## config.mk

```make
export PLATFORM = sky130hd
export DESIGN_NAME = spi_reg_port
export DESIGN_NICKNAME = d
export VERILOG_FILES = /design/src/rtl/spi_port_pkg.sv /design/src/rtl/spi_strap_latch.sv /design/src/rtl/spi_pin_sync.sv /design/src/rtl/spi_frame_ctrl.sv /design/src/rtl/spi_reg_port.sv
export SDC_FILE = /design/constraint.sdc
export NUM_CORES = 1
export LEC_CHECK = 0
export BUFFER_PORTS_ARGS = -buffer_cell sky130_fd_sc_hd__buf_2
export CAP_MARGIN = 10
export CORE_MARGIN = 4
export CORE_UTILIZATION = 30
export DETAILED_ROUTE_END_ITERATION = 16
export PLACE_DENSITY = 0.46
export SYNTH_ARGS = -nofsm -noshare
export SYNTH_HDL_FRONTEND = slang
export SYNTH_HIERARCHICAL = 1
export SYNTH_SLANG_ARGS = --single-unit
```

## constraint.sdc

```tcl
create_clock -name clk -period 2.9 [get_ports clk]
set_input_delay 0.58 -clock clk [delete_from_list [all_inputs] [get_ports clk]]
set_output_delay 0.58 -clock clk [all_outputs]
set_load 0.05 [all_outputs]
```

## src/rtl/spi_port_pkg.sv

```systemverilog
// Shared types and constants for the strap-selected SPI register port.
// Assumes nothing beyond IEEE 1800-2017 packages.
package spi_port_pkg;
    typedef enum logic [1:0] {
        PH_INSTR = 2'd0,
        PH_DATA  = 2'd1,
        PH_DONE  = 2'd2
    } xfer_phase_e;

    localparam int CFG_SOFT_RST_BIT = 0;
    localparam int CFG_UNIDIR_BIT   = 1;
    localparam logic [1:0] LEN_STREAM = 2'b11;
endpackage

```

## src/rtl/spi_strap_latch.sv

```systemverilog
// Latches the mode straps during reset and derives protocol select and
// the I2C device address. Assumes straps are stable while rst_n is low.
module spi_strap_latch #(
    parameter int STRAP_W    = 3,
    parameter int DEV_ADDR_W = 7,
    parameter logic [DEV_ADDR_W-1:0] ADDR_BASE = 7'b1001000
) (
    input  logic                  clk,
    input  logic                  rst_n,
    input  logic [STRAP_W-1:0]    strap_m,
    output logic                  spi_en,
    output logic [DEV_ADDR_W-1:0] dev_addr
);
    localparam int HI_W = DEV_ADDR_W - STRAP_W;

    logic [STRAP_W-1:0] strap_q;

    // Capture straps only while reset is held; hold afterwards.
    always_ff @(posedge clk) begin
        if (!rst_n) begin
            strap_q <= strap_m;
        end
    end

    // Decode protocol and device address from the held strap value.
    always_comb begin
        spi_en   = (strap_q == '0);
        dev_addr = {ADDR_BASE[DEV_ADDR_W-1 -: HI_W], strap_q};
    end

    // the latched straps never move outside reset.
    p_strap_hold_r1: assert property (@(posedge clk) disable iff (!rst_n)
        $past(rst_n) |-> $stable(strap_q));
endmodule

```

## src/rtl/spi_pin_sync.sv

```systemverilog
// Brings sclk, cs_n and the data input into the system clock domain and
// produces single-cycle SCLK edge pulses. Assumes clk is at least about
// eight times faster than SCLK.
module spi_pin_sync #(
    parameter int STAGES = 2
) (
    input  logic clk,
    input  logic rst_n,
    input  logic sclk,
    input  logic cs_n,
    input  logic sdi,
    output logic sclk_rise,
    output logic sclk_fall,
    output logic cs_act,
    output logic sdi_s
);
    localparam int PIN_W = 3;
    localparam logic [PIN_W-1:0] PIN_IDLE = 3'b010; // {sclk, cs_n, sdi}

    logic [PIN_W-1:0] pipe [STAGES];
    logic             sclk_prev;

    generate
        for (genvar g = 0; g < STAGES; g++) begin : g_stage
            if (g == 0) begin : g_first
                // First stage samples the raw pins.
                always_ff @(posedge clk) begin
                    if (!rst_n) pipe[g] <= PIN_IDLE;
                    else        pipe[g] <= {sclk, cs_n, sdi};
                end
            end else begin : g_next
                // Later stages resolve metastability.
                always_ff @(posedge clk) begin
                    if (!rst_n) pipe[g] <= PIN_IDLE;
                    else        pipe[g] <= pipe[g-1];
                end
            end
        end
    endgenerate

    // Remember the previous synchronized clock level for edge detection.
    always_ff @(posedge clk) begin
        if (!rst_n) sclk_prev <= 1'b0;
        else        sclk_prev <= pipe[STAGES-1][2];
    end

    // Edge pulses and qualified pin levels.
    always_comb begin
        sclk_rise = pipe[STAGES-1][2] & ~sclk_prev;
        sclk_fall = ~pipe[STAGES-1][2] & sclk_prev;
        cs_act    = ~pipe[STAGES-1][1];
        sdi_s     = pipe[STAGES-1][0];
    end
endmodule

```

## src/rtl/spi_frame_ctrl.sv

```systemverilog
// SPI framing engine: instruction decode, byte assembly, address
// decrement, register-bus strobes, read prefetch, local configuration
// byte and read-data launch. Assumes edge pulses from spi_pin_sync and a
// register bus whose read data is valid the cycle after reg_rd.
module spi_frame_ctrl
    import spi_port_pkg::*;
#(
    parameter int ADDR_W = 13,
    parameter int DATA_W = 8
) (
    input  logic              clk,
    input  logic              rst_n,
    input  logic              spi_en,
    input  logic              sclk_rise,
    input  logic              sclk_fall,
    input  logic              cs_act,
    input  logic              sdi_s,
    output logic [ADDR_W-1:0] reg_addr,
    output logic              reg_wr,
    output logic [DATA_W-1:0] reg_wdata,
    output logic              reg_rd,
    input  logic [DATA_W-1:0] reg_rdata,
    output logic              out_bit,
    output logic              drive_en,
    output logic              uni_xfer
);
    localparam int INSTR_W = ADDR_W + 3;
    localparam int CNT_W   = $clog2(INSTR_W);
    localparam int RW_BIT  = INSTR_W - 1;
    localparam logic [CNT_W-1:0] INSTR_LAST = CNT_W'(INSTR_W - 1);
    localparam logic [CNT_W-1:0] DATA_LAST  = CNT_W'(DATA_W - 1);

    xfer_phase_e       phase;
    logic [CNT_W-1:0]  bit_cnt;
    logic [INSTR_W-1:0] instr_sr;
    logic [DATA_W-1:0] rx_sr;
    logic [DATA_W-1:0] tx_sr;
    logic [ADDR_W-1:0] addr_q;
    logic              is_read;
    logic [1:0]        len_code;
    logic [1:0]        byte_idx;
    logic              rd_pend;
    logic              cfg_unidir;

    logic              active;
    logic [INSTR_W-1:0] instr_nx;
    logic [DATA_W-1:0] rx_nx;
    logic              hdr_end;
    logic              byte_end;
    logic              last_byte;
    logic              fetch_en;
    logic [ADDR_W-1:0] fetch_addr;
    logic [DATA_W-1:0] cfg_byte;
    logic              cfg_hit_wr;

    // Next-state terms shared by the sequencing processes.
    always_comb begin
        active     = spi_en & cs_act;
        instr_nx   = {instr_sr[INSTR_W-2:0], sdi_s};
        rx_nx      = {rx_sr[DATA_W-2:0], sdi_s};
        hdr_end    = active & sclk_rise & (phase == PH_INSTR) & (bit_cnt == INSTR_LAST);
        byte_end   = active & sclk_rise & (phase == PH_DATA) & (bit_cnt == DATA_LAST);
        last_byte  = (len_code != LEN_STREAM) && (byte_idx == len_code);
        fetch_en   = (hdr_end & instr_nx[RW_BIT]) | (byte_end & is_read & ~last_byte);
        fetch_addr = hdr_end ? instr_nx[ADDR_W-1:0] : addr_q - 1'b1;
        cfg_byte   = '0;
        cfg_byte[CFG_UNIDIR_BIT] = cfg_unidir;
        cfg_hit_wr = byte_end & ~is_read & (addr_q == '0);
    end

    // Phase, bit counter, shift registers and address sequencing.
    always_ff @(posedge clk) begin
        if (!rst_n) begin
            phase    <= PH_INSTR;
            bit_cnt  <= '0;
            instr_sr <= '0;
            rx_sr    <= '0;
            addr_q   <= '0;
            is_read  <= 1'b0;
            len_code <= 2'b00;
            byte_idx <= 2'b00;
        end else if (!active) begin
            phase    <= PH_INSTR;
            bit_cnt  <= '0;
            byte_idx <= 2'b00;
        end else if (sclk_rise) begin
            case (phase)
                PH_INSTR: begin
                    instr_sr <= instr_nx;
                    if (bit_cnt == INSTR_LAST) begin
                        is_read  <= instr_nx[RW_BIT];
                        len_code <= instr_nx[RW_BIT-1 -: 2];
                        addr_q   <= instr_nx[ADDR_W-1:0];
                        byte_idx <= 2'b00;
                        bit_cnt  <= '0;
                        phase    <= PH_DATA;
                    end else begin
                        bit_cnt <= bit_cnt + 1'b1;
                    end
                end
                PH_DATA: begin
                    rx_sr <= rx_nx;
                    if (bit_cnt == DATA_LAST) begin
                        bit_cnt <= '0;
                        addr_q  <= addr_q - 1'b1;
                        if (byte_idx != 2'b11) byte_idx <= byte_idx + 1'b1;
                        if (last_byte) phase <= PH_DONE;
                    end else begin
                        bit_cnt <= bit_cnt + 1'b1;
                    end
                end
                default: phase <= PH_DONE;
            endcase
        end
    end

    // Register-bus strobes: write commit and read fetch.
    always_ff @(posedge clk) begin
        if (!rst_n) begin
            reg_wr    <= 1'b0;
            reg_rd    <= 1'b0;
            reg_addr  <= '0;
            reg_wdata <= '0;
            rd_pend   <= 1'b0;
        end else begin
            reg_wr  <= 1'b0;
            reg_rd  <= 1'b0;
            rd_pend <= reg_rd;
            if (byte_end && !is_read && addr_q != '0) begin
                reg_wr    <= 1'b1;
                reg_addr  <= addr_q;
                reg_wdata <= rx_nx;
            end else if (fetch_en && fetch_addr != '0) begin
                reg_rd   <= 1'b1;
                reg_addr <= fetch_addr;
            end
        end
    end

    // Local configuration byte with soft reset.
    always_ff @(posedge clk) begin
        if (!rst_n) begin
            cfg_unidir <= 1'b0;
        end else if (cfg_hit_wr) begin
            if (rx_nx[CFG_SOFT_RST_BIT]) cfg_unidir <= 1'b0;
            else                         cfg_unidir <= rx_nx[CFG_UNIDIR_BIT];
        end
    end

    // Read data path: load, launch on falling SCLK, drive enable, pin mode.
    always_ff @(posedge clk) begin
        if (!rst_n) begin
            tx_sr    <= '0;
            out_bit  <= 1'b0;
            drive_en <= 1'b0;
            uni_xfer <= 1'b0;
        end else begin
            if (!cs_act) uni_xfer <= cfg_unidir;
            if (!active) begin
                drive_en <= 1'b0;
            end else if (fetch_en && fetch_addr == '0) begin
                tx_sr <= cfg_byte;
            end else if (rd_pend) begin
                tx_sr <= reg_rdata;
            end else if (sclk_fall && phase == PH_DATA && is_read) begin
                out_bit  <= tx_sr[DATA_W-1];
                tx_sr    <= {tx_sr[DATA_W-2:0], 1'b0};
                drive_en <= 1'b1;
            end
        end
    end

    // the configuration byte never reaches the register bus.
    p_cfg_local_r7: assert property (@(posedge clk) disable iff (!rst_n)
        (reg_wr || reg_rd) |-> (reg_addr != '0));
    // a write strobe only follows a rising SCLK inside a selected transfer.
    p_wr_on_edge_r11: assert property (@(posedge clk) disable iff (!rst_n)
        reg_wr |-> ($past(sclk_rise) && $past(cs_act)));
    // each fetch is a single-cycle strobe.
    p_rd_pulse_r5: assert property (@(posedge clk) disable iff (!rst_n)
        reg_rd |=> !reg_rd);
    // with the SPI engine off nothing reaches the bus or the pins.
    p_quiet_off_r2: assert property (@(posedge clk) disable iff (!rst_n)
        !spi_en |-> (!reg_wr && !reg_rd && !drive_en));
    // the pin mode is frozen while a transfer is selected.
    p_mode_frozen_r10: assert property (@(posedge clk) disable iff (!rst_n)
        (cs_act && $past(cs_act)) |-> $stable(uni_xfer));
endmodule

```

## src/rtl/spi_reg_port.sv

```systemverilog
// Top of the strap-selected SPI register port. Combines strap latch, pin
// synchronizer and framing engine and gates the pin output enables with
// chip select. Assumes clk oversamples SCLK by roughly eight or more.
module spi_reg_port #(
    parameter int ADDR_W     = 13,
    parameter int DATA_W     = 8,
    parameter int STRAP_W    = 3,
    parameter int DEV_ADDR_W = 7,
    parameter int SYNC_STAGES = 2
) (
    input  logic                  clk,
    input  logic                  rst_n,
    input  logic [STRAP_W-1:0]    strap_m,
    input  logic                  sclk,
    input  logic                  cs_n,
    input  logic                  sdio_in,
    output logic                  sdio_out,
    output logic                  sdio_oe,
    output logic                  sdo,
    output logic                  sdo_oe,
    output logic                  spi_mode,
    output logic [DEV_ADDR_W-1:0] i2c_addr,
    output logic [ADDR_W-1:0]     reg_addr,
    output logic                  reg_wr,
    output logic [DATA_W-1:0]     reg_wdata,
    output logic                  reg_rd,
    input  logic [DATA_W-1:0]     reg_rdata
);
    logic spi_en;
    logic sclk_rise;
    logic sclk_fall;
    logic cs_act;
    logic sdi_s;
    logic out_bit;
    logic drive_en;
    logic uni_xfer;

    spi_strap_latch #(
        .STRAP_W   (STRAP_W),
        .DEV_ADDR_W(DEV_ADDR_W)
    ) u_strap (
        .clk     (clk),
        .rst_n   (rst_n),
        .strap_m (strap_m),
        .spi_en  (spi_en),
        .dev_addr(i2c_addr)
    );

    spi_pin_sync #(
        .STAGES(SYNC_STAGES)
    ) u_sync (
        .clk      (clk),
        .rst_n    (rst_n),
        .sclk     (sclk),
        .cs_n     (cs_n),
        .sdi      (sdio_in),
        .sclk_rise(sclk_rise),
        .sclk_fall(sclk_fall),
        .cs_act   (cs_act),
        .sdi_s    (sdi_s)
    );

    spi_frame_ctrl #(
        .ADDR_W(ADDR_W),
        .DATA_W(DATA_W)
    ) u_ctrl (
        .clk      (clk),
        .rst_n    (rst_n),
        .spi_en   (spi_en),
        .sclk_rise(sclk_rise),
        .sclk_fall(sclk_fall),
        .cs_act   (cs_act),
        .sdi_s    (sdi_s),
        .reg_addr (reg_addr),
        .reg_wr   (reg_wr),
        .reg_wdata(reg_wdata),
        .reg_rd   (reg_rd),
        .reg_rdata(reg_rdata),
        .out_bit  (out_bit),
        .drive_en (drive_en),
        .uni_xfer (uni_xfer)
    );

    // Pin drivers: raw chip select releases both pins at once.
    always_comb begin
        spi_mode = spi_en;
        sdio_out = out_bit;
        sdo      = out_bit;
        sdio_oe  = ~cs_n & drive_en & ~uni_xfer;
        sdo_oe   = ~cs_n & drive_en & uni_xfer;
    end

    // chip select high means both pins are released.
    p_hiz_idle_r9: assert property (@(posedge clk) disable iff (!rst_n)
        cs_n |-> (!sdio_oe && !sdo_oe));
    // never both pins driven.
    p_one_driver_r10: assert property (@(posedge clk) disable iff (!rst_n)
        $onehot0({sdio_oe, sdo_oe}));
    // the framing engine drops its drive once deselect is seen.
    p_drop_drive_r9: assert property (@(posedge clk) disable iff (!rst_n)
        !cs_act |=> !drive_en);
endmodule

```

==> results.py, run 1 <==
metrics = {
    "clocking": {
        "clock-sinks": 92,
        "tritoncts": "built",
        "worst_skew_pair.late_latency_ps": 350,
        "clk_transition_reported_paths_ps": 70,
        "ctsRootBufferMaster": "clkbuf_16",
        "cts_htree_levels": 3,
        "cts_inserted_buffers": 9,
        "clock_path_buffers": 2,
    },
    "power_and_ir_drop": {
        "clockPowerShare": 0.462,
        "power.static_leakage_nw": 2.07,
        "switching_share": 0.227,
        "total_switching_power_mw": 0.578,
        "combPwrFrac": 0.033,
        "max-vdd-ir-drop_uv": 268,
        "p_per_area_nw_per_um2": 475,
        "p_seq_frac": 0.505,
        "cell_internal_pwr_mw": 1.96,
    },
    "grt": {
        "grt_use_total": 0.153,
        "antenna_found_initial": 0,
        "grtUsageMet2": 0.239,
        "grt.met1_usage": 0.209,
        "grt_max_degree": 51,
        "vias_in_the_first_global_route": 4078,
        "grt.met3_usage": 0.0356,
        "global_route.overflow_total": 0,
        "global_route.peak_usage_layer": "met2",
        "first_pass_grt_wire_length_um": 21500,
    },
    "routing": {
        "routed_wire_length_per_instance_um": 16.4,
        "routed_via_density": 5.12,
        "dr.pass1.iters": 4,
        "drc": 0,
        "first_iter_violations": 355,
        "antenna_left": 0,
        "via_count": 4021,
        "drt_wl_total_um": 12800,
    },
    "critical_path": {
        "r2r_cells": 10,
        "path_max_fanout": 8,
        "setup.worst_path.start_class": "register",
        "data_required_time_at_the_worst_endpoint_ps": 3160,
        "timing.critical_path.arrival_ps": 2960,
        "endpoint_kind": "register",
        "critical_path_class": "reg -> reg",
    },
    "finish": {
        "post-route-util": 0.364,
        "num-nets-final": 615,
        "final.fill_count": 1538,
        "post-route-cell-area_um2": 5350,
        "layout_overhead_on_the_synthesized_area_pct": 17.0,
        "antenna-diode-count": 0,
        "drive_above_1_share": 0.218,
        "finish.cell_count_without_fillers": 785,
    },
    "placement": {
        "gp_routability_congestion": 0.873,
        "placed_cells_incl_taps": 768,
        "dpl_ws_ps": 0.337,
        "detailedPlacementHpwl_um": 9230,
        "placed_area_um2": 5010,
        "place.port_buffers": 46,
    },
    "floorplan": {
        "std_cell_rows": 44,
        "design.die.area_um2": 17300,
        "design.portCount": 51,
        "die_w_um": 131,
        "initial_util": 0.311,
        "floorplan.core_area_um2": 14700,
        "fp.dieH_um": 131,
    },
    "yosys": {
        "yosys.area.top_type_share": 0.390,
        "synth.top_cells.by_area": "dfxtp_1 39%, a21oi_1 6.8%, nand2_1 6.2%",
        "synthesis.yosys.warnings": 6,
        "netlist.top_cell.by_area": "dfxtp_1",
        "gate_count_of_the_mapped_netlist": 557,
        "syn_area_per_cell_um2": 8.20,
        "synth_edf_count": 3,
        "post_synth_instance_area_um2": 4570,
        "yosys_cell_types": 62,
        "yosys_most_used_dff": "dfxtp_1",
        "synthesized_flop_and_latch_total": 92,
        "ys_async_sr_fraction": 0,
        "yosysSeqAreaShare": 0.410,
    },
    "sta": {
        "tightest_slew_ps": 1020,
        "number_of_hold_violations_in_the_final_report": 0,
        "final_worst_clock_skew_ps": 6.50,
        "fin_crit_sh": 0.929,
        "maxClockFrequency_mhz": 371,
        "setup_viol_count_final": 0,
        "slew_headroom": 0.323,
        "post-route-min-period_ps": 2690,
        "worst_hold_slack_ps": 402,
        "final_critical_path_setup_slack_ps": 207,
        "timing.final.max_slew_violations": 0,
    },
    "min_path": {
        "hp-class": "in -> reg",
        "hold_path_depth": 1,
    },
    "outcome": {
        "outcome": "finished clean",
    },
    "run": {
        "cap_viol_max_count": 0,
    },
}
-- worst paths after layout --
path / start / end / slack, ps
worst min register to register: u_sync/pipe[0][1] / u_sync/pipe[1][1] / 410
worst max-delay path: u_ctrl/addr_q[0] / u_ctrl/reg_addr[0] / 210
worst max register to register: u_ctrl/addr_q[0] / u_ctrl/reg_addr[0] / 210
worst min-delay path: strap_m[0] / u_strap/strap_q[0] / 400
-- power by group through the flow --
stage / Sequential (mW) / Combinational [mW] / Clock [mW]
2_1_floorplan: 1.32 / 0.0476 / 0
4_1_cts: 1.28 / 0.0854 / 1.21
3_3_place_gp: 1.31 / 0.0845 / 0
6_report: 1.28 / 0.0848 / 1.17
3_5_place_dp: 1.31 / 0.0852 / 0
5_1_grt: 1.28 / 0.0922 / 1.26
-- per-stage QoR --
stage               setup TNS (ps)  power [mW]
floorplan                        0        1.37
finish                           0        2.54
CTS                              0        2.58
detailed placement               0        1.40
global placement                 0        1.40
global route                 -5.21        2.64
-- per-layer routing --
layer  part of all wire  wire (µm)
met5                  0          0
met4              0.019        244
met3              0.043        546
met2               0.47       5970
met1               0.47       6080
-- final cells by class --
type	count	area (µm²)	area share
clock buffer	9	225	0.0421
clock inverter	7	66.3	0.0124
inverter	8	30.0	0.00562
multi-input combinational	414	2490	0.466
sequential	92	1870	0.350
tap	184	230	0.0431
timing repair buffer	71	430	0.0805
-- sequential cells by signal, summed over array words and instances, names as in the netlist, 3 cells and up --
signal and cells:
u_ctrl/reg_addr 13, u_ctrl/reg_wdata 8, u_ctrl/tx_sr 8, u_ctrl/instr_sr 15
u_sync/pipe 6, u_ctrl/bit_cnt 4, u_ctrl/addr_q 13, u_ctrl/rx_sr 7
u_strap/strap_q 3
-- critical path, cell delays in order (launching register included) --
cell and delay, ps:
dfxtp_1 370, inv_2 100, ha_1 240, or3b_4 460, o32a_1 380, o32ai_2 170, a32oi_2 200, o31ai_4 270
buf_4 160, o31ai_1 60, a221oi_2 210
-- cells in the mapped netlist, types with 8 or more instances --
cell type  number
a211oi_1        9
a21oi_1        62
a21oi_2        11
a22oi_1         8
and2_1          8
clkbuf_1       28
dfxtp_1        89
mux2i_1        11
nand2_1        76
nand3_1        18
nor2_1         58
nor3_1         13
o21ai_0        33
xnor2_1         8
-- cells by family (layout without fill, tap and decap cells) --
logic type | after synthesis | in the layout | share of synthesized area
other | 2 | 4 | 0.00164
adder cells (fa/ha/maj) | 3 | 3 | 0.00822
flip-flops | 92 | 92 | 0.410
AO/OA/AOI/OAI | 152 | 152 | 0.216
AND/OR/NAND/NOR | 224 | 224 | 0.242
buffers and inverters | 53 | 95 | 0.0559
XOR/XNOR | 13 | 13 | 0.0249
multiplexers | 18 | 18 | 0.0414
-- layout by cell type (no fill, tap or decap), types with 3 or more instances in the layout --
| cell | count |
|---|---|
| dfxtp_1 | 89 |
| nand2_1 | 76 |
| a21oi_1 | 62 |
| nor2_1 | 58 |
| buf_2 | 46 |
| o21ai_0 | 33 |
| buf_4 | 24 |
| nand3_1 | 18 |
| nor3_1 | 12 |
| a21oi_2 | 11 |
| mux2i_1 | 11 |
| clkbuf_16 | 9 |
| a211oi_1 | 9 |
| and2_1 | 8 |
| a22oi_1 | 8 |
| xnor2_1 | 8 |
| nand2b_1 | 7 |
| mux2_2 | 7 |
| inv_1 | 6 |
| nor2b_1 | 6 |
| xor2_1 | 5 |
| or4_1 | 5 |
| nor4_1 | 4 |
| a31oi_1 | 4 |
| nand4_1 | 4 |
| o31ai_1 | 4 |
| conb_1 | 4 |
| nand4b_1 | 3 |
| a21o_1 | 3 |
| ha_1 | 3 |
| edfxtp_1 | 3 |
-- timing repair --
action,4_1_cts,5_1_grt
setup buffers,0,1
hold buffers,0,0
pin swaps,0,2
gates resized for setup,1,7
setup endpoints to repair,1,17
(Power assumes the default switching activity.)
==> inputs of run 2 (changes only) <==
--- a/config.mk
+++ b/config.mk
@@ -8,9 +8,9 @@
 export BUFFER_PORTS_ARGS = -buffer_cell sky130_fd_sc_hd__buf_2
 export CAP_MARGIN = 10
 export CORE_MARGIN = 4
-export CORE_UTILIZATION = 30
+export CORE_UTILIZATION = 53
 export DETAILED_ROUTE_END_ITERATION = 16
-export PLACE_DENSITY = 0.46
+export PLACE_DENSITY = 0.76
 export SYNTH_ARGS = -nofsm -noshare
 export SYNTH_HDL_FRONTEND = slang
 export SYNTH_HIERARCHICAL = 1
==> constraint.sdc (replaced) <==
create_clock -name clk -period 2.3 [get_ports clk]
set_input_delay 0.46 -clock clk [delete_from_list [all_inputs] [get_ports clk]]
set_output_delay 0.46 -clock clk [all_outputs]
set_load 0.05 [all_outputs]
==> run 2 against run 1 <==
- non-clock buffer count is 54 higher
- largest cell class unchanged
- clock power is 8% lower
- the flow now finishes with violations (setup timing)
- total power is 10% higher
- combinational power is 31% higher
- cell count is 2.8% lower
- worst hold slack worse by 140 ps
- worst setup slack worse by 420 ps
- register-to-register slack worse by 420 ps
- critical path type unchanged
==> results.py, run 2 (same netlist as run 1, synthesis figures left out) <==
metrics = {
    "critical_path": {
        "worst-r2r-setup-slack_ps": -210,
        "critPathLaunch": "u_ctrl/addr_q[0]",
        "endpoint_kind": "register",
        "r2r_cells": 7,
        "r2r-end": "u_ctrl/cfg_unidir",
        "critPathTopFamily": "simple AND/OR/NAND/NOR gates",
        "r2r-start": "u_ctrl/addr_q[0]",
        "path_max_fanout": 7,
        "timing.critical_path.arrival_ps": 2810,
        "critical_path_class": "reg -> reg",
        "crit_path_cell_trace": "inv_2, ha_2, or3b_4, buf_6, or4_4, or4b_2, a21oi_1",
        "critPathCapture": "u_ctrl/cfg_unidir",
        "cp.buffers_inverters": 2,
        "cp.depth": 7,
        "data_required_time_at_the_worst_endpoint_ps": 2600,
        "setup.worst_path.start_class": "register",
        "cp_max_stage_delay_ps": 630,
        "critPathSlowestCell": "or4b_2",
    },
    "floorplan": {
        "die_w_um": 101,
        "design.die.area_um2": 10200,
        "floorplan.core_area_um2": 8300,
        "initial_util": 0.550,
        "std_cell_rows": 33,
        "design.portCount": 51,
        "fp.dieH_um": 101,
    },
    "power_and_ir_drop": {
        "power.static_leakage_nw": 2.40,
        "p_per_area_nw_per_um2": 475,
        "max-vdd-ir-drop_uv": 344,
        "report.power.total_mw": 2.81,
    },
    "grt": {
        "antenna_found_initial": 0,
        "vias_in_the_first_global_route": 4171,
        "grt_max_degree": 33,
        "grt_use_total": 0.249,
        "first_pass_grt_wire_length_um": 20100,
        "global_route.overflow_total": 0,
    },
    "clocking": {
        "tritoncts": "built",
        "cts_hold_repair.buffers": 0,
        "ctsRootBufferMaster": "clkbuf_8",
        "clock_path_buffers": 2,
        "cts_inserted_buffers": 9,
        "clock-sinks": 92,
        "cts_htree_levels": 3,
        "clk_transition_reported_paths_ps": 100,
        "worst_skew_pair.late_latency_ps": 380,
    },
    "sta": {
        "maxClockFrequency_mhz": 398,
        "fin_crit_sh": 1.09,
        "number_of_hold_violations_in_the_final_report": 0,
        "slew_headroom": 0.504,
        "post-route-min-period_ps": 2510,
        "tightest_slew_ps": 744,
        "final_critical_path_setup_slack_ps": -212,
        "grt_setup_unrepaired": "yes",
        "setup_viol_count_final": 29,
        "timing.final.max_slew_violations": 0,
        "final_worst_clock_skew_ps": 18.6,
    },
    "finish": {
        "reg.largest.list": "u_ctrl/instr_sr: 15 flops, u_ctrl/addr_q: 13 flops, u_ctrl/reg_addr: 13 flops",
        "largest_register": "u_ctrl/instr_sr",
        "seq_area_um2": 1870,
        "num-nets-final": 672,
        "drive_above_1_share": 0.350,
        "most_frequent_cells_in_the_layout": "87 x dfxtp_1, 72 x nand2_1, 65 x buf_4, 56 x a21oi_1, 55 x nor2_1",
        "finish.cell_count_without_fillers": 763,
        "antenna-diode-count": 0,
        "layout.cells.most_common": "dfxtp_1",
        "multi_input_area_um2": 2790,
        "layout_overhead_on_the_synthesized_area_pct": 29.4,
        "final.fill_count": 621,
        "largest_reg_flops": 15,
    },
    "placement": {
        "place.port_buffers": 46,
        "gp_routability_congestion": 0.916,
        "detailedPlacementHpwl_um": 8730,
        "placed_cells_incl_taps": 731,
    },
    "routing": {
        "via_count": 4410,
        "first_iter_violations": 292,
        "routed_via_density": 5.78,
        "dr.pass1.iters": 5,
        "drt_wl_total_um": 13000,
        "routed_wire_length_per_instance_um": 17.0,
        "drc": 0,
        "antenna_left": 0,
    },
    "min_path": {
        "hp-class": "in -> reg",
    },
    "outcome": {
        "outcome": "finished, violations left",
        "violations_in_the_final_reports": "setup timing",
    },
    "run": {
        "cap_viol_max_count": 0,
    },
}
==> run 2: repair_timing <==
action                                  4_1_cts  5_1_grt
hold endpoints to repair                      0        0
setup buffers                                 4       10
endpoints found under the setup margin       33       35
pin swaps                                    13       30
gates resized for setup                      25       37
gates cloned                                  0        3
==> run 2: metal layers <==
| metal | routed length [µm] | global-route usage |
|---|---|---|
| met5 | 0 | 0 |
| met2 | 6400 | 0.421 |
| met1 | 5550 | 0.313 |
| met3 | 753 | 0.0602 |
| met4 | 266 | 0.0788 |
==> run 2: worst min-delay path by stage <==
stage                            from                  to  slack, ps  cells after the start
floorplan           u_sync/pipe[0][1]   u_sync/pipe[1][1]        390                      1
global placement    u_sync/pipe[0][1]   u_sync/pipe[1][1]        400                      1
detailed placement  u_sync/pipe[0][1]   u_sync/pipe[1][1]        400                      1
CTS                        strap_m[1]  u_strap/strap_q[1]        260                      1
global route               strap_m[1]  u_strap/strap_q[1]        240                      1
finish                     strap_m[1]  u_strap/strap_q[1]        270                      1
==> run 2: final cells by class <==
cell class,count,area share
Multi-Input combinational cell,417,0.472
Sequential cell,92,0.317
Timing Repair Buffer,125,0.151
Clock buffer,10,0.0233
Tap cell,105,0.0222
Clock inverter,6,0.00910
Inverter,8,0.00571
==> run 2: worst reg2reg max path, delay by kind of cell (launching register included) <==
family                   cells  cell delay (ps)
AND/OR/NAND/NOR              3             1550
flip-flops                   1              350
buffers and inverters        2              200
adder cells (fa/ha/maj)      1              170
AO/OA/AOI/OAI                1              170
==> run 2: report_power, final <==
part | switching [mW] | internal [mW] | leakage (nW) | total, mW
Sequential | 0.00635 | 1.61 | 0.748 | 1.62
Clock | 0.636 | 0.444 | 0.0958 | 1.08
Combinational | 0.0797 | 0.0310 | 1.55 | 0.111
Total | 0.722 | 2.09 | 2.40 | 2.81
==> run 2: stage by stage <==
| step | TNS, ps | hold slack, ps | instance area (µm²) | worst slack [ps] | util |
|---|---|---|---|---|---|
| after floorplan | -10580 | 386 | 4680 | -430 | - |
| after global placement | -3240 | 395 | 5300 | -225 | 0.638 |
| after detailed placement | -4690 | 397 | 5300 | -263 | 0.638 |
| after CTS | -2280 | 258 | 5630 | -158 | 0.678 |
| after global routing | -6290 | 244 | 5910 | -325 | 0.712 |
| final | -2800 | 265 | 5910 | -212 | 0.712 |
